$ cat config.mk
export PLATFORM = sky130hd
export DESIGN_NAME = spi_port
export DESIGN_NICKNAME = d
export VERILOG_FILES = /design/src/rtl/spi_port_pkg.sv /design/src/rtl/spi_port_fifo.sv /design/src/rtl/spi_port_engine.sv /design/src/rtl/spi_port.sv
export SDC_FILE = /design/constraint.sdc
export NUM_CORES = 1
export LEC_CHECK = 0
export ABC_AREA = 0
export CORE_MARGIN = 2
export CORE_UTILIZATION = 55
export DETAILED_ROUTE_END_ITERATION = 8
export GPL_ROUTABILITY_DRIVEN = 0
export GPL_TIMING_DRIVEN = 0
export HOLD_SLACK_MARGIN = 0.12
export MAX_ROUTING_LAYER = met4
export PLACE_DENSITY = 0.76
export SLEW_MARGIN = 10
export SYNTH_ARGS = -nofsm -noshare
export SYNTH_HDL_FRONTEND = slang
export SYNTH_SLANG_ARGS = --single-unit
$ cat constraint.sdc
create_clock -name clk -period 4.7 [get_ports clk]
set_clock_uncertainty 0.05 [all_clocks]
set_input_delay 0.705 -clock clk [delete_from_list [all_inputs] [get_ports clk]]
set_output_delay 0.705 -clock clk [all_outputs]
set_load 0.02 [all_outputs]
$ cat src/rtl/spi_port_pkg.sv
package spi_port_pkg;

    localparam int WORD_W = 16;

    typedef enum logic [2:0] {PH_IDLE, PH_LEAD, PH_XFER, PH_LAG, PH_GAP} phase_e;

    // CTRL layout, bit0 first: role, polarity, phase, order, width
    typedef struct packed {
        logic wide;
        logic lsb_first;
        logic cpha;
        logic cpol;
        logic master;
    } mode_cfg_t;

    // TIMING layout: div[3:0], lead[6:4], lag[9:7], gap[12:10]
    typedef struct packed {
        logic [2:0] spare;
        logic [2:0] gap;
        logic [2:0] lag;
        logic [2:0] lead;
        logic [3:0] div;
    } time_cfg_t;

    // delay setting -> number of half serial-clock periods
    function automatic logic [3:0] half_periods(input logic [2:0] v);
        return (v == 3'd0) ? 4'd1 : {v, 1'b0};
    endfunction

    function automatic logic first_bit(input logic [WORD_W-1:0] w, input mode_cfg_t m);
        return m.lsb_first ? w[0] : (m.wide ? w[15] : w[7]);
    endfunction

    function automatic logic [WORD_W-1:0] advance(input logic [WORD_W-1:0] w, input mode_cfg_t m);
        return m.lsb_first ? (w >> 1) : (w << 1);
    endfunction

    function automatic logic [WORD_W-1:0] take_bit(input logic [WORD_W-1:0] w, input logic b,
                                                   input mode_cfg_t m);
        if (!m.lsb_first) return {w[WORD_W-2:0], b};
        if (m.wide)       return {b, w[WORD_W-1:1]};
        return {8'h00, b, w[7:1]};
    endfunction

endpackage

$ cat src/rtl/spi_port_fifo.sv
module spi_port_fifo #(
    parameter int W     = 16,
    parameter int DEPTH = 4
) (
    input  logic         clk,
    input  logic         rst_n,
    input  logic         push,
    input  logic [W-1:0] din,
    input  logic         pop,
    output logic [W-1:0] dout,
    output logic         full,
    output logic         empty
);
    localparam int AW = (DEPTH > 1) ? $clog2(DEPTH) : 1;
    localparam int CW = $clog2(DEPTH + 1);

    typedef struct packed {
        logic [DEPTH-1:0][W-1:0] mem;
        logic [AW-1:0]           wp;
        logic [AW-1:0]           rp;
        logic [CW-1:0]           cnt;
    } fifo_st_t;

    fifo_st_t q, d;
    logic do_push, do_pop;

    assign full  = (q.cnt == CW'(DEPTH));
    assign empty = (q.cnt == '0);
    assign dout  = q.mem[q.rp];

    always_comb begin
        d       = q;
        do_push = push && !full;
        do_pop  = pop && !empty;
        if (do_push) begin
            d.mem[q.wp] = din;
            d.wp        = (q.wp == AW'(DEPTH - 1)) ? '0 : q.wp + 1'b1;
        end
        if (do_pop) begin
            d.rp = (q.rp == AW'(DEPTH - 1)) ? '0 : q.rp + 1'b1;
        end
        d.cnt = q.cnt + CW'(do_push) - CW'(do_pop);
    end

    always_ff @(posedge clk or negedge rst_n) begin
        if (!rst_n) q <= '0;
        else        q <= d;
    end


    fifo_no_overflow_chk: assert property (@(posedge clk) disable iff (!rst_n)
        (push && full && !pop) |=> (full && q.cnt == $past(q.cnt)));


    fifo_no_underflow_chk: assert property (@(posedge clk) disable iff (!rst_n)
        (pop && empty && !push) |=> empty);

endmodule

$ cat src/rtl/spi_port_engine.sv
module spi_port_engine
    import spi_port_pkg::*;
(
    input  logic              clk,
    input  logic              rst_n,
    input  mode_cfg_t         mode,
    input  time_cfg_t         tcfg,
    input  logic              tx_empty,
    input  logic [WORD_W-1:0] tx_data,
    output logic              tx_pop,
    input  logic              rx_full,
    output logic              rx_push,
    output logic [WORD_W-1:0] rx_data,
    output logic              ovr_set,
    output logic              busy,
    output logic              sck_o,
    output logic              ssn_o,
    output logic              sdo,
    input  logic              sck_i,
    input  logic              ssn_i,
    input  logic              sdi
);
    typedef struct packed {
        phase_e            ph;
        logic [3:0]        hcnt;
        logic [3:0]        dcnt;
        logic [5:0]        ecnt;
        logic [WORD_W-1:0] txs;
        logic [WORD_W-1:0] rxs;
        logic              sck;
        logic              ssn;
        logic              dout;
        logic [2:0]        sck_sy;
        logic [2:0]        ssn_sy;
        logic [1:0]        sdi_sy;
    } eng_st_t;

    eng_st_t q, d;
    logic       tick, load, edge_ev, leading, sample, sin;
    logic [5:0] last_edge;

    assign sck_o = q.sck;
    assign ssn_o = q.ssn;
    assign sdo   = q.dout;

    always_comb begin
        d         = q;
        tx_pop    = 1'b0;
        rx_push   = 1'b0;
        ovr_set   = 1'b0;
        load      = 1'b0;
        edge_ev   = 1'b0;
        d.sck_sy  = {q.sck_sy[1:0], sck_i};
        d.ssn_sy  = {q.ssn_sy[1:0], ssn_i};
        d.sdi_sy  = {q.sdi_sy[0], sdi};
        last_edge = mode.wide ? 6'd31 : 6'd15;
        tick      = (q.hcnt == tcfg.div);

        if (mode.master) begin
            sin    = sdi;
            busy   = (q.ph != PH_IDLE);
            d.hcnt = (q.ph == PH_IDLE || tick) ? 4'd0 : q.hcnt + 4'd1;
            case (q.ph)
                PH_IDLE: begin
                    d.sck = mode.cpol;
                    d.ssn = 1'b1;
                    if (!tx_empty) begin
                        load   = 1'b1;
                        d.ph   = PH_LEAD;
                        d.ssn  = 1'b0;
                        d.dcnt = half_periods(tcfg.lead);
                    end
                end
                PH_LEAD: if (tick) begin
                    if (q.dcnt == 4'd1) begin
                        edge_ev = 1'b1;
                        d.ph    = PH_XFER;
                    end else d.dcnt = q.dcnt - 4'd1;
                end
                PH_XFER: edge_ev = tick;
                PH_LAG: if (tick) begin
                    if (q.dcnt == 4'd1) begin
                        d.ssn  = 1'b1;
                        d.ph   = PH_GAP;
                        d.dcnt = half_periods(tcfg.gap);
                    end else d.dcnt = q.dcnt - 4'd1;
                end
                PH_GAP: if (tick) begin
                    if (q.dcnt == 4'd1) d.ph = PH_IDLE;
                    else                d.dcnt = q.dcnt - 4'd1;
                end
                default: d.ph = PH_IDLE;
            endcase
        end else begin
            sin    = q.sdi_sy[1];
            busy   = !q.ssn_sy[1];
            d.ph   = PH_IDLE;
            d.hcnt = 4'd0;
            d.ssn  = 1'b1;
            d.sck  = mode.cpol;
            if (q.ssn_sy[2] && !q.ssn_sy[1])
                load = 1'b1;
            else if (!q.ssn_sy[1] && (q.sck_sy[1] != q.sck_sy[2]) && q.ecnt <= last_edge)
                edge_ev = 1'b1;
        end

        if (load) begin
            tx_pop = !tx_empty;
            d.ecnt = 6'd0;
            d.rxs  = '0;
            d.txs  = tx_empty ? '0 : tx_data;
            if (!mode.cpha) begin
                d.dout = first_bit(d.txs, mode);
                d.txs  = advance(d.txs, mode);
            end
        end

        leading = !q.ecnt[0];
        sample  = leading ^ mode.cpha;
        if (edge_ev) begin
            d.ecnt = q.ecnt + 6'd1;
            if (mode.master) d.sck = ~q.sck;
            if (sample) d.rxs = take_bit(q.rxs, sin, mode);
            else if (q.ecnt != last_edge) begin
                d.dout = first_bit(q.txs, mode);
                d.txs  = advance(q.txs, mode);
            end
            if (q.ecnt == last_edge) begin
                rx_push = !rx_full;
                ovr_set = rx_full;
                if (mode.master) begin
                    d.ph   = PH_LAG;
                    d.dcnt = half_periods(tcfg.lag);
                end
            end
        end
        rx_data = mode.wide ? d.rxs : {8'h00, d.rxs[7:0]};
    end

    always_ff @(posedge clk or negedge rst_n) begin
        if (!rst_n) begin
            q        <= '0;
            q.ssn    <= 1'b1;
            q.ssn_sy <= 3'b111;
        end else begin
            q <= d;
        end
    end


    slave_quiet_chk: assert property (@(posedge clk) disable iff (!rst_n)
        (!mode.master && !$past(mode.master)) |-> ssn_o);


    idle_level_chk: assert property (@(posedge clk) disable iff (!rst_n)
        (ssn_o && $stable(mode.cpol) && $past(ssn_o)) |-> (sck_o == mode.cpol));

endmodule

$ cat src/rtl/spi_port.sv
module spi_port
    import spi_port_pkg::*;
#(
    parameter int FIFO_DEPTH = 4
) (
    input  logic        clk,
    input  logic        rst_n,
    input  logic        wr_en,
    input  logic        rd_en,
    input  logic [1:0]  addr,
    input  logic [15:0] wdata,
    output logic [15:0] rdata,
    output logic        sck_o,
    output logic        ssn_o,
    input  logic        sck_i,
    input  logic        ssn_i,
    input  logic        sdi,
    output logic        sdo
);
    typedef struct packed {
        mode_cfg_t mode;
        time_cfg_t tcfg;
        logic      ovr;
    } regs_t;

    regs_t q, d;
    logic              tx_push, tx_pop, tx_full, tx_empty;
    logic              rx_push, rx_pop, rx_full, rx_empty;
    logic              ovr_set, busy;
    logic [WORD_W-1:0] tx_head, rx_word, rx_head;

    assign tx_push = wr_en && addr == 2'd2;
    assign rx_pop  = rd_en && addr == 2'd2;

    always_comb begin
        d = q;
        if (wr_en && addr == 2'd0) d.mode = mode_cfg_t'(wdata[4:0]);
        if (wr_en && addr == 2'd1) d.tcfg = time_cfg_t'(wdata);
        if (wr_en && addr == 2'd3 && wdata[5]) d.ovr = 1'b0;
        if (ovr_set) d.ovr = 1'b1;
        case (addr)
            2'd0:    rdata = {11'd0, q.mode};
            2'd1:    rdata = q.tcfg;
            2'd2:    rdata = rx_head;
            default: rdata = {10'd0, q.ovr, rx_empty, rx_full, tx_empty, tx_full, busy};
        endcase
    end

    always_ff @(posedge clk or negedge rst_n) begin
        if (!rst_n) q <= '0;
        else        q <= d;
    end

    spi_port_fifo #(.W(WORD_W), .DEPTH(FIFO_DEPTH)) u_txq (
        .clk(clk), .rst_n(rst_n), .push(tx_push), .din(wdata), .pop(tx_pop),
        .dout(tx_head), .full(tx_full), .empty(tx_empty)
    );

    spi_port_fifo #(.W(WORD_W), .DEPTH(FIFO_DEPTH)) u_rxq (
        .clk(clk), .rst_n(rst_n), .push(rx_push), .din(rx_word), .pop(rx_pop),
        .dout(rx_head), .full(rx_full), .empty(rx_empty)
    );

    spi_port_engine u_eng (
        .clk(clk), .rst_n(rst_n), .mode(q.mode), .tcfg(q.tcfg),
        .tx_empty(tx_empty), .tx_data(tx_head), .tx_pop(tx_pop),
        .rx_full(rx_full), .rx_push(rx_push), .rx_data(rx_word),
        .ovr_set(ovr_set), .busy(busy),
        .sck_o(sck_o), .ssn_o(ssn_o), .sdo(sdo),
        .sck_i(sck_i), .ssn_i(ssn_i), .sdi(sdi)
    );


    ovr_cause_chk: assert property (@(posedge clk) disable iff (!rst_n)
        $rose(q.ovr) |-> $past(rx_full));

endmodule

==> results.sh, run 1 <==
export IMPL_outcome="finished clean"
export IMPL_synthXorXnorAreaFrac=0.0118
export IMPL_cell_with_the_biggest_individual_delay_on_the_critical_path="sky130_fd_sc_hd__clkbuf_1"
export IMPL_grt_start_max_net_pins=89
export IMPL_timing_final_crit_period_ps=4250
export IMPL_type_of_destination_of_the_critical_path="primary output"
export IMPL_hold_violation_count_in_the_final_report=0
export IMPL_timing_setup_critical_path_class="flip-flop to primary output"
export IMPL_dieHeight_um=146
export IMPL_clock_slew_at_reported_path_ffs_ps=60
export IMPL_r2r_start="q[21]$_DFFE_PN0P_"
export IMPL_irDropWorstVdd_uv=310
export IMPL_count_of_unique_library_cells_instantiated_by_yosys=59
export IMPL_grt_antenna_before_repair=0
export IMPL_synth_compound_area_share=0.111
export IMPL_worstPathBufferInverterCount=4
export IMPL_post_synth_instance_area_um2=11200
export IMPL_holdCritPathClass="input port to asynchronous set/reset pin"
export IMPL_ys_seq_area_frac=0.503
export IMPL_drt_antenna_violating_nets=0
export IMPL_achievable_frequency_mhz=235
export IMPL_utilization=0.633
export IMPL_synth_adder_area_share=0.0249
export IMPL_synthMostInstantiatedCell="sky130_fd_sc_hd__dfrtp_1"
export IMPL_synth_largest_type_area_fraction=0.493
export IMPL_clockBufferDepth=3
export IMPL_leakage_nw=5.55
export IMPL_core_area_um2=20100
export IMPL_cts_htree_levels=1
export IMPL_top_cells_by_count_synth="sky130_fd_sc_hd__dfrtp_1, sky130_fd_sc_hd__mux2_2, sky130_fd_sc_hd__nand2_1, sky130_fd_sc_hd__o21ai_0, sky130_fd_sc_hd__mux4_2"
export IMPL_grt_pass1_wl_mm=43.9
export IMPL_top_level_ports=44
export IMPL_ys_top_cells_by_area="sky130_fd_sc_hd__dfrtp_1, sky130_fd_sc_hd__mux2_2, sky130_fd_sc_hd__mux4_2"
export IMPL_yosysWarnings=0
export IMPL_detailedRoute_firstIterationViolations=709
export IMPL_synth_net_count=986
export IMPL_via_per_inst=6.07
export IMPL_routed_wirelength_mm=26.7
export IMPL_unrepaired_setup_endpoints_after_global_routing="no"
export IMPL_post_cts_setup_repair_bufs=0
export IMPL_antennaDiodeCount=0
export IMPL_grt_usage=0.266
export IMPL_fraction_of_layout_cells_with_a_size_suffix_above_1=0.230
export IMPL_synth_register_bits=224
export IMPL_simple_gate_share_of_the_synthesized_area=0.0999
export IMPL_ctsRootBufferMaster="sky130_fd_sc_hd__clkbuf_16"
export IMPL_place_area_um2=12000
export IMPL_timing_worst_slew_pin_value_ps=1070
export IMPL_cts_sinks=224
export IMPL_dieArea_um2=21400
export IMPL_timing_final_setup_violations=0
export IMPL_slew_violations=0
export IMPL_crit_path_max_incr_delay_ps=630
export IMPL_areaGrowthSynthToFinish_pct=14.0
export IMPL_critical_path_startpoint="q[20]$_DFFE_PN0P_"
export IMPL_vias=7858
export IMPL_numPortBuffers=41
export IMPL_place_hpwl_mm=18.8
export IMPL_tritoncts="done"
export IMPL_timing_slew_headroom=0.284
export IMPL_cts_resized=0
export IMPL_drt_drc_violations_left=0
export IMPL_synth_edff_count=0
export IMPL_power_per_cell_area_nw_per_um2=540
export IMPL_synthesized_instance_count=940
export IMPL_final_period_utilization=0.905
export IMPL_cts_hold_buffers=0
export IMPL_max_cap_violations=0
export IMPL_path_cells="clkbuf_1 > buf_1 > clkbuf_1 > mux4_2 > clkdlybuf4s50_1"
export IMPL_cp_required_ps=3940
export IMPL_core_rowCount=52
export IMPL_startpoint_type="flip-flop"
export IMPL_nFillCells=1582
export IMPL_asyncSetResetFlopFracSynth=1.00
export IMPL_worst_skew_pair_late_latency_ps=520
export IMPL_synth_top_flop_cell="sky130_fd_sc_hd__dfrtp_1"
export IMPL_synth_area_mux_share=0.213
export IMPL_crit_top_cell="sky130_fd_sc_hd__clkbuf_1"
export IMPL_final_design_area_no_fill_um2=12700
export IMPL_wire_per_inst_um=20.6
export IMPL_netlist_top_cell_by_area="sky130_fd_sc_hd__dfrtp_1"
export IMPL_initial_standard_cell_utilization_of_the_core=0.555
export IMPL_post_synth_cell_area_avg_um2=11.9
export IMPL_grt_pass1_vias=8021
export IMPL_nets=1055
export IMPL_timing_critical_path_arrival_ps=3500
export IMPL_synth_top_family_by_area="multiplexers"
export IMPL_die_x_um=146
export IMPL_biggest_fanout_along_the_worst_timing_path=10
export IMPL_kind_of_cell_adding_the_most_delay_to_the_critical_path="buffers and inverters"
export IMPL_first_pass_iters=6
export IMPL_design_power_total_mw=6.88
export IMPL_grt_remaining_overflow=0
export IMPL_cts_buffers=24
==> where the power goes <==
part | internal (mW) | switching (mW)
logic | 1.16 | 1.17
registers | 2.39 | 0.314
clock network | 1.09 | 0.745
==> worst reg2reg max path: stages (launching register included) <==
cell	delay [ps]
sky130_fd_sc_hd__dfrtp_1	360
sky130_fd_sc_hd__clkbuf_1	440
sky130_fd_sc_hd__inv_1	290
sky130_fd_sc_hd__ha_1	360
sky130_fd_sc_hd__nand4_1	330
sky130_fd_sc_hd__a211oi_4	520
sky130_fd_sc_hd__a21oi_4	140
sky130_fd_sc_hd__nor3_4	330
sky130_fd_sc_hd__nand2_1	170
sky130_fd_sc_hd__inv_1	90
sky130_fd_sc_hd__ha_1	140
sky130_fd_sc_hd__inv_1	50
sky130_fd_sc_hd__fa_1	380
sky130_fd_sc_hd__xnor2_1	180
sky130_fd_sc_hd__xnor2_1	140
==> through the flow <==
stage	cells	hold WS, ps	setup slack [ps]	TNS [ps]
6_report	1295	99.2	447	0
5_1_grt	1295	145	275	0
4_1_cts	1295	121	477	0
3_5_place_dp	1253	287	788	0
3_3_place_gp	1251	284	-6620	-1467700
2_1_floorplan	940	281	1580	0
==> final timing paths <==
check	to	slack, ps	cells after the start
setup / recovery	rdata[3]	450	5
hold / removal	u_rxq.q[0]$_DFF_PN0_	100	1
setup reg to reg	u_rxq.q[2]$_DFF_PN0_	670	14
hold reg to reg	u_eng.d[7]$_DFF_PN0_	300	0
max in group asynchronous	u_txq.q[44]$_DFFE_PN0P_	3390	3
min in group clk	u_eng.d[7]$_DFF_PN0_	300	0
==> state kept, by name, summed over array words and instances, names as in the netlist, named ones only <==
| signal | count |
|---|---|
| u_eng.q | 52 |
| u_eng.ssn_o | 1 |
| q | 22 |
| u_rxq.q | 71 |
| u_eng.d | 5 |
| u_eng.sdo | 1 |
| u_txq.q | 71 |
==> cell usage in the layout (no fill, tap or decap), drive strengths merged, types with 3 or more instances in the layout <==
| master | synthesis | routed |
|---|---|---|
| dfrtp | 220 | 220 |
| mux2 | 114 | 114 |
| nand2 | 102 | 102 |
| o21ai | 86 | 86 |
| clkbuf | 29 | 68 |
| clkdlybuf4s50 | 0 | 40 |
| mux4 | 37 | 37 |
| inv | 37 | 37 |
| a21oi | 34 | 34 |
| nor3 | 29 | 29 |
| nor2 | 27 | 27 |
| buf | 24 | 27 |
| mux2i | 26 | 26 |
| a31oi | 21 | 21 |
| ha | 19 | 19 |
| a22o | 14 | 14 |
| nor2b | 14 | 14 |
| nand4 | 14 | 14 |
| a221oi | 13 | 13 |
| nand3 | 11 | 11 |
| xor2 | 8 | 8 |
| xnor2 | 7 | 7 |
| a211oi | 5 | 5 |
| nor3b | 4 | 4 |
| dfstp | 4 | 4 |
| a21o | 4 | 4 |
| nand2b | 3 | 3 |
| or3 | 3 | 3 |
| a22oi | 3 | 3 |
| nand3b | 3 | 3 |
| o31ai | 3 | 3 |
| and2 | 3 | 3 |
| nor4 | 3 | 3 |
==> cells by family after synthesis <==
kind of cell / after synthesis
muxes: 177
and+or+nand+nor: 223
adders and majority gates: 21
xor gates and xnor gates: 15
DFF: 224
AOI/OAI and AO/OA: 190
buffers and inverters: 90
==> cell type report <==
| type | instances | area, um2 | share of cell area |
|---|---|---|---|
| buffer | 53 | 265 | 0.0208 |
| clock inverter | 3 | 40.0 | 0.00315 |
| multi-input combinational | 626 | 5140 | 0.404 |
| clock buffer | 39 | 718 | 0.0564 |
| inverter | 37 | 139 | 0.0109 |
| tap | 270 | 338 | 0.0265 |
| sequential | 224 | 5610 | 0.441 |
| timing repair buffer | 43 | 470 | 0.0370 |
==> routing by layer <==
| metal | GRT usage | vias to the layer above | share of wire |
|---|---|---|---|
| li1 | - | 3550 | - |
| met5 | - | - | 0 |
| met2 | 0.400 | 278 | 0.46 |
| met1 | 0.375 | 3972 | 0.45 |
| met3 | 0.0406 | 58 | 0.060 |
| met4 | 0.0917 | 0 | 0.030 |
Note: power is estimated with default switching activity, not from simulation.
==> run 2: changes to the inputs <==
--- a/config.mk
+++ b/config.mk
@@ -13,7 +13,7 @@
 export GPL_TIMING_DRIVEN = 0
 export HOLD_SLACK_MARGIN = 0.12
 export MAX_ROUTING_LAYER = met4
-export PLACE_DENSITY = 0.76
+export PLACE_DENSITY = 0.73
 export SLEW_MARGIN = 10
 export SYNTH_ARGS = -nofsm -noshare
 export SYNTH_HDL_FRONTEND = slang
==> results.sh, run 2 (synthesis results as in run 1) <==
export IMPL_grt_usage=0.267
export IMPL_max_cap_violations=0
export IMPL_final_period_utilization=0.906
export IMPL_kind_of_cell_adding_the_most_delay_to_the_critical_path="buffers and inverters"
export IMPL_detailedRoute_firstIterationViolations=579
export IMPL_outcome="finished clean"
export IMPL_cell_with_the_biggest_individual_delay_on_the_critical_path="sky130_fd_sc_hd__clkdlybuf4s50_1"
export IMPL_worst_skew_pair_late_latency_ps=540
export IMPL_hold_violation_count_in_the_final_report=0
export IMPL_cts_buffers=25
export IMPL_clockBufferDepth=3
export IMPL_slew_violations=0
export IMPL_timing_final_crit_period_ps=4260
export IMPL_clock_slew_at_reported_path_ffs_ps=60
export IMPL_timing_final_setup_violations=0
export IMPL_holdCritPathClass="flip-flop to flip-flop"
export IMPL_crit_top_cell="sky130_fd_sc_hd__clkbuf_1"
export IMPL_wire_per_inst_um=20.7
export IMPL_fraction_of_layout_cells_with_a_size_suffix_above_1=0.234
export IMPL_drt_antenna_violating_nets=0
export IMPL_first_pass_iters=5
export IMPL_routed_wirelength_mm=26.9
export IMPL_drt_drc_violations_left=0
export IMPL_reg_top3="u_rxq.q (71), u_txq.q (71), u_eng.q (52)"
export IMPL_vias=7858
export IMPL_layout_setup_ws_ps=440
export IMPL_layout_cells_most_common="sky130_fd_sc_hd__dfrtp_1"
export IMPL_final_cell_mix="sky130_fd_sc_hd__dfrtp_1, sky130_fd_sc_hd__mux2_2, sky130_fd_sc_hd__nand2_1"
export IMPL_grt_remaining_overflow=0
export IMPL_timing_worst_slew_pin_value_ps=1040
export IMPL_timing_slew_headroom=0.302
export IMPL_power_per_cell_area_nw_per_um2=544
export IMPL_ctsRootBufferMaster="sky130_fd_sc_hd__clkbuf_16"
export IMPL_nets=1057
export IMPL_grt_pass1_wl_mm=43.9
export IMPL_grt_start_max_net_pins=114
export IMPL_grt_pass1_vias=8007
export IMPL_post_cts_setup_repair_bufs=0
export IMPL_timing_setup_critical_path_class="flip-flop to primary output"
export IMPL_numPortBuffers=41
export IMPL_place_inst=1253
export IMPL_leakage_nw=5.58
export IMPL_crit_path_max_incr_delay_ps=610
export IMPL_final_cell_count_no_fill=1298
export IMPL_cp_required_ps=3940
export IMPL_type_of_destination_of_the_critical_path="primary output"
export IMPL_antennaDiodeCount=0
export IMPL_path_cells="clkbuf_1 > buf_1 > clkbuf_1 > mux4_2 > clkdlybuf4s50_1"
export IMPL_cts_htree_levels=1
export IMPL_tritoncts="done"
export IMPL_dpl_worst_slack_ps=795
export IMPL_top_level_ports=44
export IMPL_core_rowCount=52
export IMPL_achievable_frequency_mhz=235
export IMPL_startpoint_type="flip-flop"
export IMPL_via_per_inst=6.05
export IMPL_areaGrowthSynthToFinish_pct=14.6
export IMPL_core_area_um2=20100
export IMPL_worstPathBufferInverterCount=4
export IMPL_timing_critical_path_arrival_ps=3510
export IMPL_irDropWorstVdd_uv=252
export IMPL_dieArea_um2=21400
export IMPL_dieHeight_um=146
export IMPL_unrepaired_setup_endpoints_after_global_routing="no"
export IMPL_die_x_um=146
export IMPL_nFillCells=1569
export IMPL_grt_antenna_before_repair=0
export IMPL_initial_standard_cell_utilization_of_the_core=0.555
export IMPL_place_hpwl_mm=18.6
export IMPL_biggest_fanout_along_the_worst_timing_path=10
export IMPL_cts_sinks=224
-- run 2: cell count changes in the layout (fill, tap and decap cells not counted), sizes merged --
cell         before  now
clkbuf           68   67
clkinv            2    3
clkinvlp          0    1
dlygate4sd3       0    1
inv              37   38
-- run 2: cell type report --
type / instances / area (um2) / share of cell area
clock inverter: 6 / 76.3 / 0.00597
inverter: 37 / 139 / 0.0109
buffer: 53 / 265 / 0.0207
sequential: 224 / 5610 / 0.439
timing repair buffer: 44 / 480 / 0.0376
multi-input combinational: 626 / 5140 / 0.402
tap: 270 / 338 / 0.0264
clock buffer: 38 / 734 / 0.0574
-- run 2: final timing paths --
check | start | endpoint | slack (ps) | cells past startpoint
setup / recovery | q[20]$_DFFE_PN0P_ | rdata[3] | 440 | 5
hold / removal | u_eng.d[6]$_DFF_PN0_ | u_eng.d[7]$_DFF_PN0_ | 300 | 0
setup reg to reg | q[21]$_DFFE_PN0P_ | u_rxq.q[2]$_DFF_PN0_ | 710 | 14
hold reg to reg | u_eng.d[6]$_DFF_PN0_ | u_eng.d[7]$_DFF_PN0_ | 300 | 0
max in group asynchronous | rst_n | u_txq.q[64]$_DFFE_PN0P_ | 2830 | 4
min in group asynchronous | rst_n | u_rxq.q[29]$_DFFE_PN0P_ | 540 | 2
-- run 2: what timing repair did --
item,4_1_cts,5_1_grt
hold buffers,1,0
resized for setup,0,0
hold endpoints to repair,18,0
-- run 2: power by group --
| part | internal (mW) | total, mW | switching [mW] |
|---|---|---|---|
| clock network | 1.13 | 1.92 | 0.786 |
| registers | 2.39 | 2.71 | 0.321 |
| logic | 1.16 | 2.33 | 1.17 |
-- run 2: per-layer routing --
| layer | track usage | up-vias | share of wire |
|---|---|---|---|
| met1 | 0.380 | 3995 | 0.46 |
| met2 | 0.400 | 246 | 0.46 |
| met3 | 0.0394 | 55 | 0.051 |
| li1 | - | 3562 | - |
| met4 | 0.0874 | 0 | 0.031 |
| met5 | - | - | 0 |
-- run 2: stage by stage --
stage | hold WS [ps] | total power, mW | instance area [um2] | TNS (ps) | utilization
after global placement | 288 | 4.95 | 11900 | -1470460 | 0.592
final | 298 | 6.96 | 12800 | 0 | 0.636
after floorplan | 281 | 4.38 | 11200 | 0 | -
after global routing | 309 | 7.35 | 12800 | 0 | 0.636
after CTS | 305 | 6.97 | 12800 | 0 | 0.636
after detailed placement | 289 | 5.04 | 12000 | 0 | 0.595
==> run 3: changes to the inputs <==
--- a/config.mk
+++ b/config.mk
@@ -14,6 +14,7 @@
 export HOLD_SLACK_MARGIN = 0.12
 export MAX_ROUTING_LAYER = met4
 export PLACE_DENSITY = 0.73
+export SETUP_SLACK_MARGIN = 0.4
 export SLEW_MARGIN = 10
 export SYNTH_ARGS = -nofsm -noshare
 export SYNTH_HDL_FRONTEND = slang
==> results.sh, run 3 (synthesis results as in run 1) <==
export IMPL_outcome="finished clean"
export IMPL_timing_slew_headroom=0.301
export IMPL_tritoncts="done"
export IMPL_grt_start_max_net_pins=114
export IMPL_dieHeight_um=146
export IMPL_top_level_ports=44
export IMPL_path_cells="clkbuf_1 > clkbuf_2 > buf_1 > mux4_2 > clkdlybuf4s50_1"
export IMPL_cts_htree_levels=1
export IMPL_final_cell_mix="sky130_fd_sc_hd__dfrtp_1, sky130_fd_sc_hd__mux2_2, sky130_fd_sc_hd__nand2_1"
export IMPL_wire_per_inst_um=20.6
export IMPL_numPortBuffers=41
export IMPL_unrepaired_setup_endpoints_after_global_routing="no"
export IMPL_hold_violation_count_in_the_final_report=0
export IMPL_clockBufferDepth=3
export IMPL_timing_critical_path_arrival_ps=3300
export IMPL_timing_setup_critical_path_class="flip-flop to primary output"
export IMPL_timing_final_crit_period_ps=4050
export IMPL_place_hpwl_mm=18.6
export IMPL_grt_pass1_wl_mm=43.9
export IMPL_core_area_um2=20100
export IMPL_type_of_destination_of_the_critical_path="primary output"
export IMPL_kind_of_cell_adding_the_most_delay_to_the_critical_path="buffers and inverters"
export IMPL_fraction_of_layout_cells_with_a_size_suffix_above_1=0.235
export IMPL_timing_setup_tns_ps=0
export IMPL_utilization=0.636
export IMPL_nets=1057
export IMPL_cell_with_the_biggest_individual_delay_on_the_critical_path="sky130_fd_sc_hd__clkdlybuf4s50_1"
export IMPL_detailedRoute_firstIterationViolations=600
export IMPL_clock_slew_at_reported_path_ffs_ps=60
export IMPL_dieArea_um2=21400
export IMPL_via_per_inst=6.02
export IMPL_leakage_nw=5.58
export IMPL_holdCritPathClass="flip-flop to flip-flop"
export IMPL_routed_wirelength_mm=26.7
export IMPL_timing_worst_slew_pin_value_ps=1050
export IMPL_max_cap_violations=0
export IMPL_grt_antenna_before_repair=0
export IMPL_cp_required_ps=3940
export IMPL_ctsRootBufferMaster="sky130_fd_sc_hd__clkbuf_16"
export IMPL_initial_standard_cell_utilization_of_the_core=0.555
export IMPL_place_inst=1253
export IMPL_reg_top3="u_rxq.q (71), u_txq.q (71), u_eng.q (52)"
export IMPL_drt_antenna_violating_nets=0
export IMPL_drt_drc_violations_left=0
export IMPL_startpoint_type="flip-flop"
export IMPL_achievable_frequency_mhz=247
export IMPL_cts_buffers=25
export IMPL_layout_cells_most_common="sky130_fd_sc_hd__dfrtp_1"
export IMPL_cts_sinks=224
export IMPL_grt_remaining_overflow=0
export IMPL_die_x_um=146
export IMPL_power_per_cell_area_nw_per_um2=544
export IMPL_grt_usage=0.267
export IMPL_worstPathBufferInverterCount=4
export IMPL_irDropWorstVdd_uv=251
export IMPL_antennaDiodeCount=0
export IMPL_vias=7819
export IMPL_final_period_utilization=0.862
export IMPL_areaGrowthSynthToFinish_pct=14.6
export IMPL_final_cell_count_no_fill=1298
export IMPL_crit_path_max_incr_delay_ps=610
export IMPL_first_pass_iters=5
export IMPL_timing_final_setup_violations=0
export IMPL_worst_skew_pair_late_latency_ps=540
export IMPL_grt_pass1_vias=8007
export IMPL_slew_violations=0
export IMPL_core_rowCount=52
export IMPL_biggest_fanout_along_the_worst_timing_path=10
-- run 3: changes by cell type in the layout (fill, tap and decap cells not counted) --
| cell | change |
|---|---|
| sky130_fd_sc_hd__clkbuf_1 | -1 |
| sky130_fd_sc_hd__clkbuf_2 | +1 |
-- run 3: path summary, 6_finish.rpt --
kind	startpoint	end	slack, ps	depth (start not counted)
worst min-delay path	u_eng.d[6]$_DFF_PN0_	u_eng.d[7]$_DFF_PN0_	300	0
max in group asynchronous	rst_n	u_txq.q[64]$_DFFE_PN0P_	2840	4
worst max-delay path	q[20]$_DFFE_PN0P_	rdata[3]	650	5
worst max register to register	q[21]$_DFFE_PN0P_	u_rxq.q[2]$_DFF_PN0_	740	14
worst min register to register	u_eng.d[6]$_DFF_PN0_	u_eng.d[7]$_DFF_PN0_	300	0
min in group asynchronous	rst_n	u_rxq.q[45]$_DFFE_PN0P_	540	2
-- run 3: through the flow --
step	hold WS (ps)	setup slack, ps	area, um2	power, mW
finish	300	648	12800	6.96
global placement	288	-6630	11900	4.95
floorplan	281	1580	11200	4.38
CTS	305	453	12800	6.97
detailed placement	289	795	12000	5.04
global route	309	457	12800	7.35
-- run 3: cell type report --
cell class                 instances  area [um2]
timing repair buffer              44         480
buffer                            53         267
clock inverter                     6        76.3
fill                            1568        7310
sequential                       224        5610
multi-input combinational        626        5140
clock buffer                      38         734
tap                              270         338
inverter                          37         139
-- run 3: power by group --
part | switching (mW) | internal [mW] | leakage, nW
Combinational | 1.17 | 1.16 | 2.35
Sequential | 0.319 | 2.39 | 2.84
Clock | 0.780 | 1.13 | 0.395
-- run 3: layer usage --
layer | routed length [um] | global-route usage | vias up
li1 | - | - | 3565
met4 | 797 | 0.0874 | 0
met5 | 0 | - | -
met1 | 12200 | 0.380 | 3960
met3 | 1500 | 0.0394 | 48
met2 | 12200 | 0.400 | 246
-- run 3: what timing repair did --
item	in CTS	in global routing
hold buffers	1	0
resized for setup	0	2
endpoints found under the setup margin	0	1
setup buffers	0	0
endpoints found under the hold margin	18	0
-- run 3: worst reg2reg max path: stages, from the launching register on --
cell and delay (ps):
sky130_fd_sc_hd__dfrtp_1 330, sky130_fd_sc_hd__clkbuf_1 450, sky130_fd_sc_hd__inv_1 300, sky130_fd_sc_hd__ha_1 360
sky130_fd_sc_hd__nand4_1 290, sky130_fd_sc_hd__a211oi_4 470, sky130_fd_sc_hd__a21oi_4 130, sky130_fd_sc_hd__nor3_4 350
sky130_fd_sc_hd__nand2_1 190, sky130_fd_sc_hd__inv_1 100, sky130_fd_sc_hd__ha_1 140, sky130_fd_sc_hd__inv_1 50
sky130_fd_sc_hd__fa_1 370, sky130_fd_sc_hd__xnor2_1 150, sky130_fd_sc_hd__xnor2_1 120
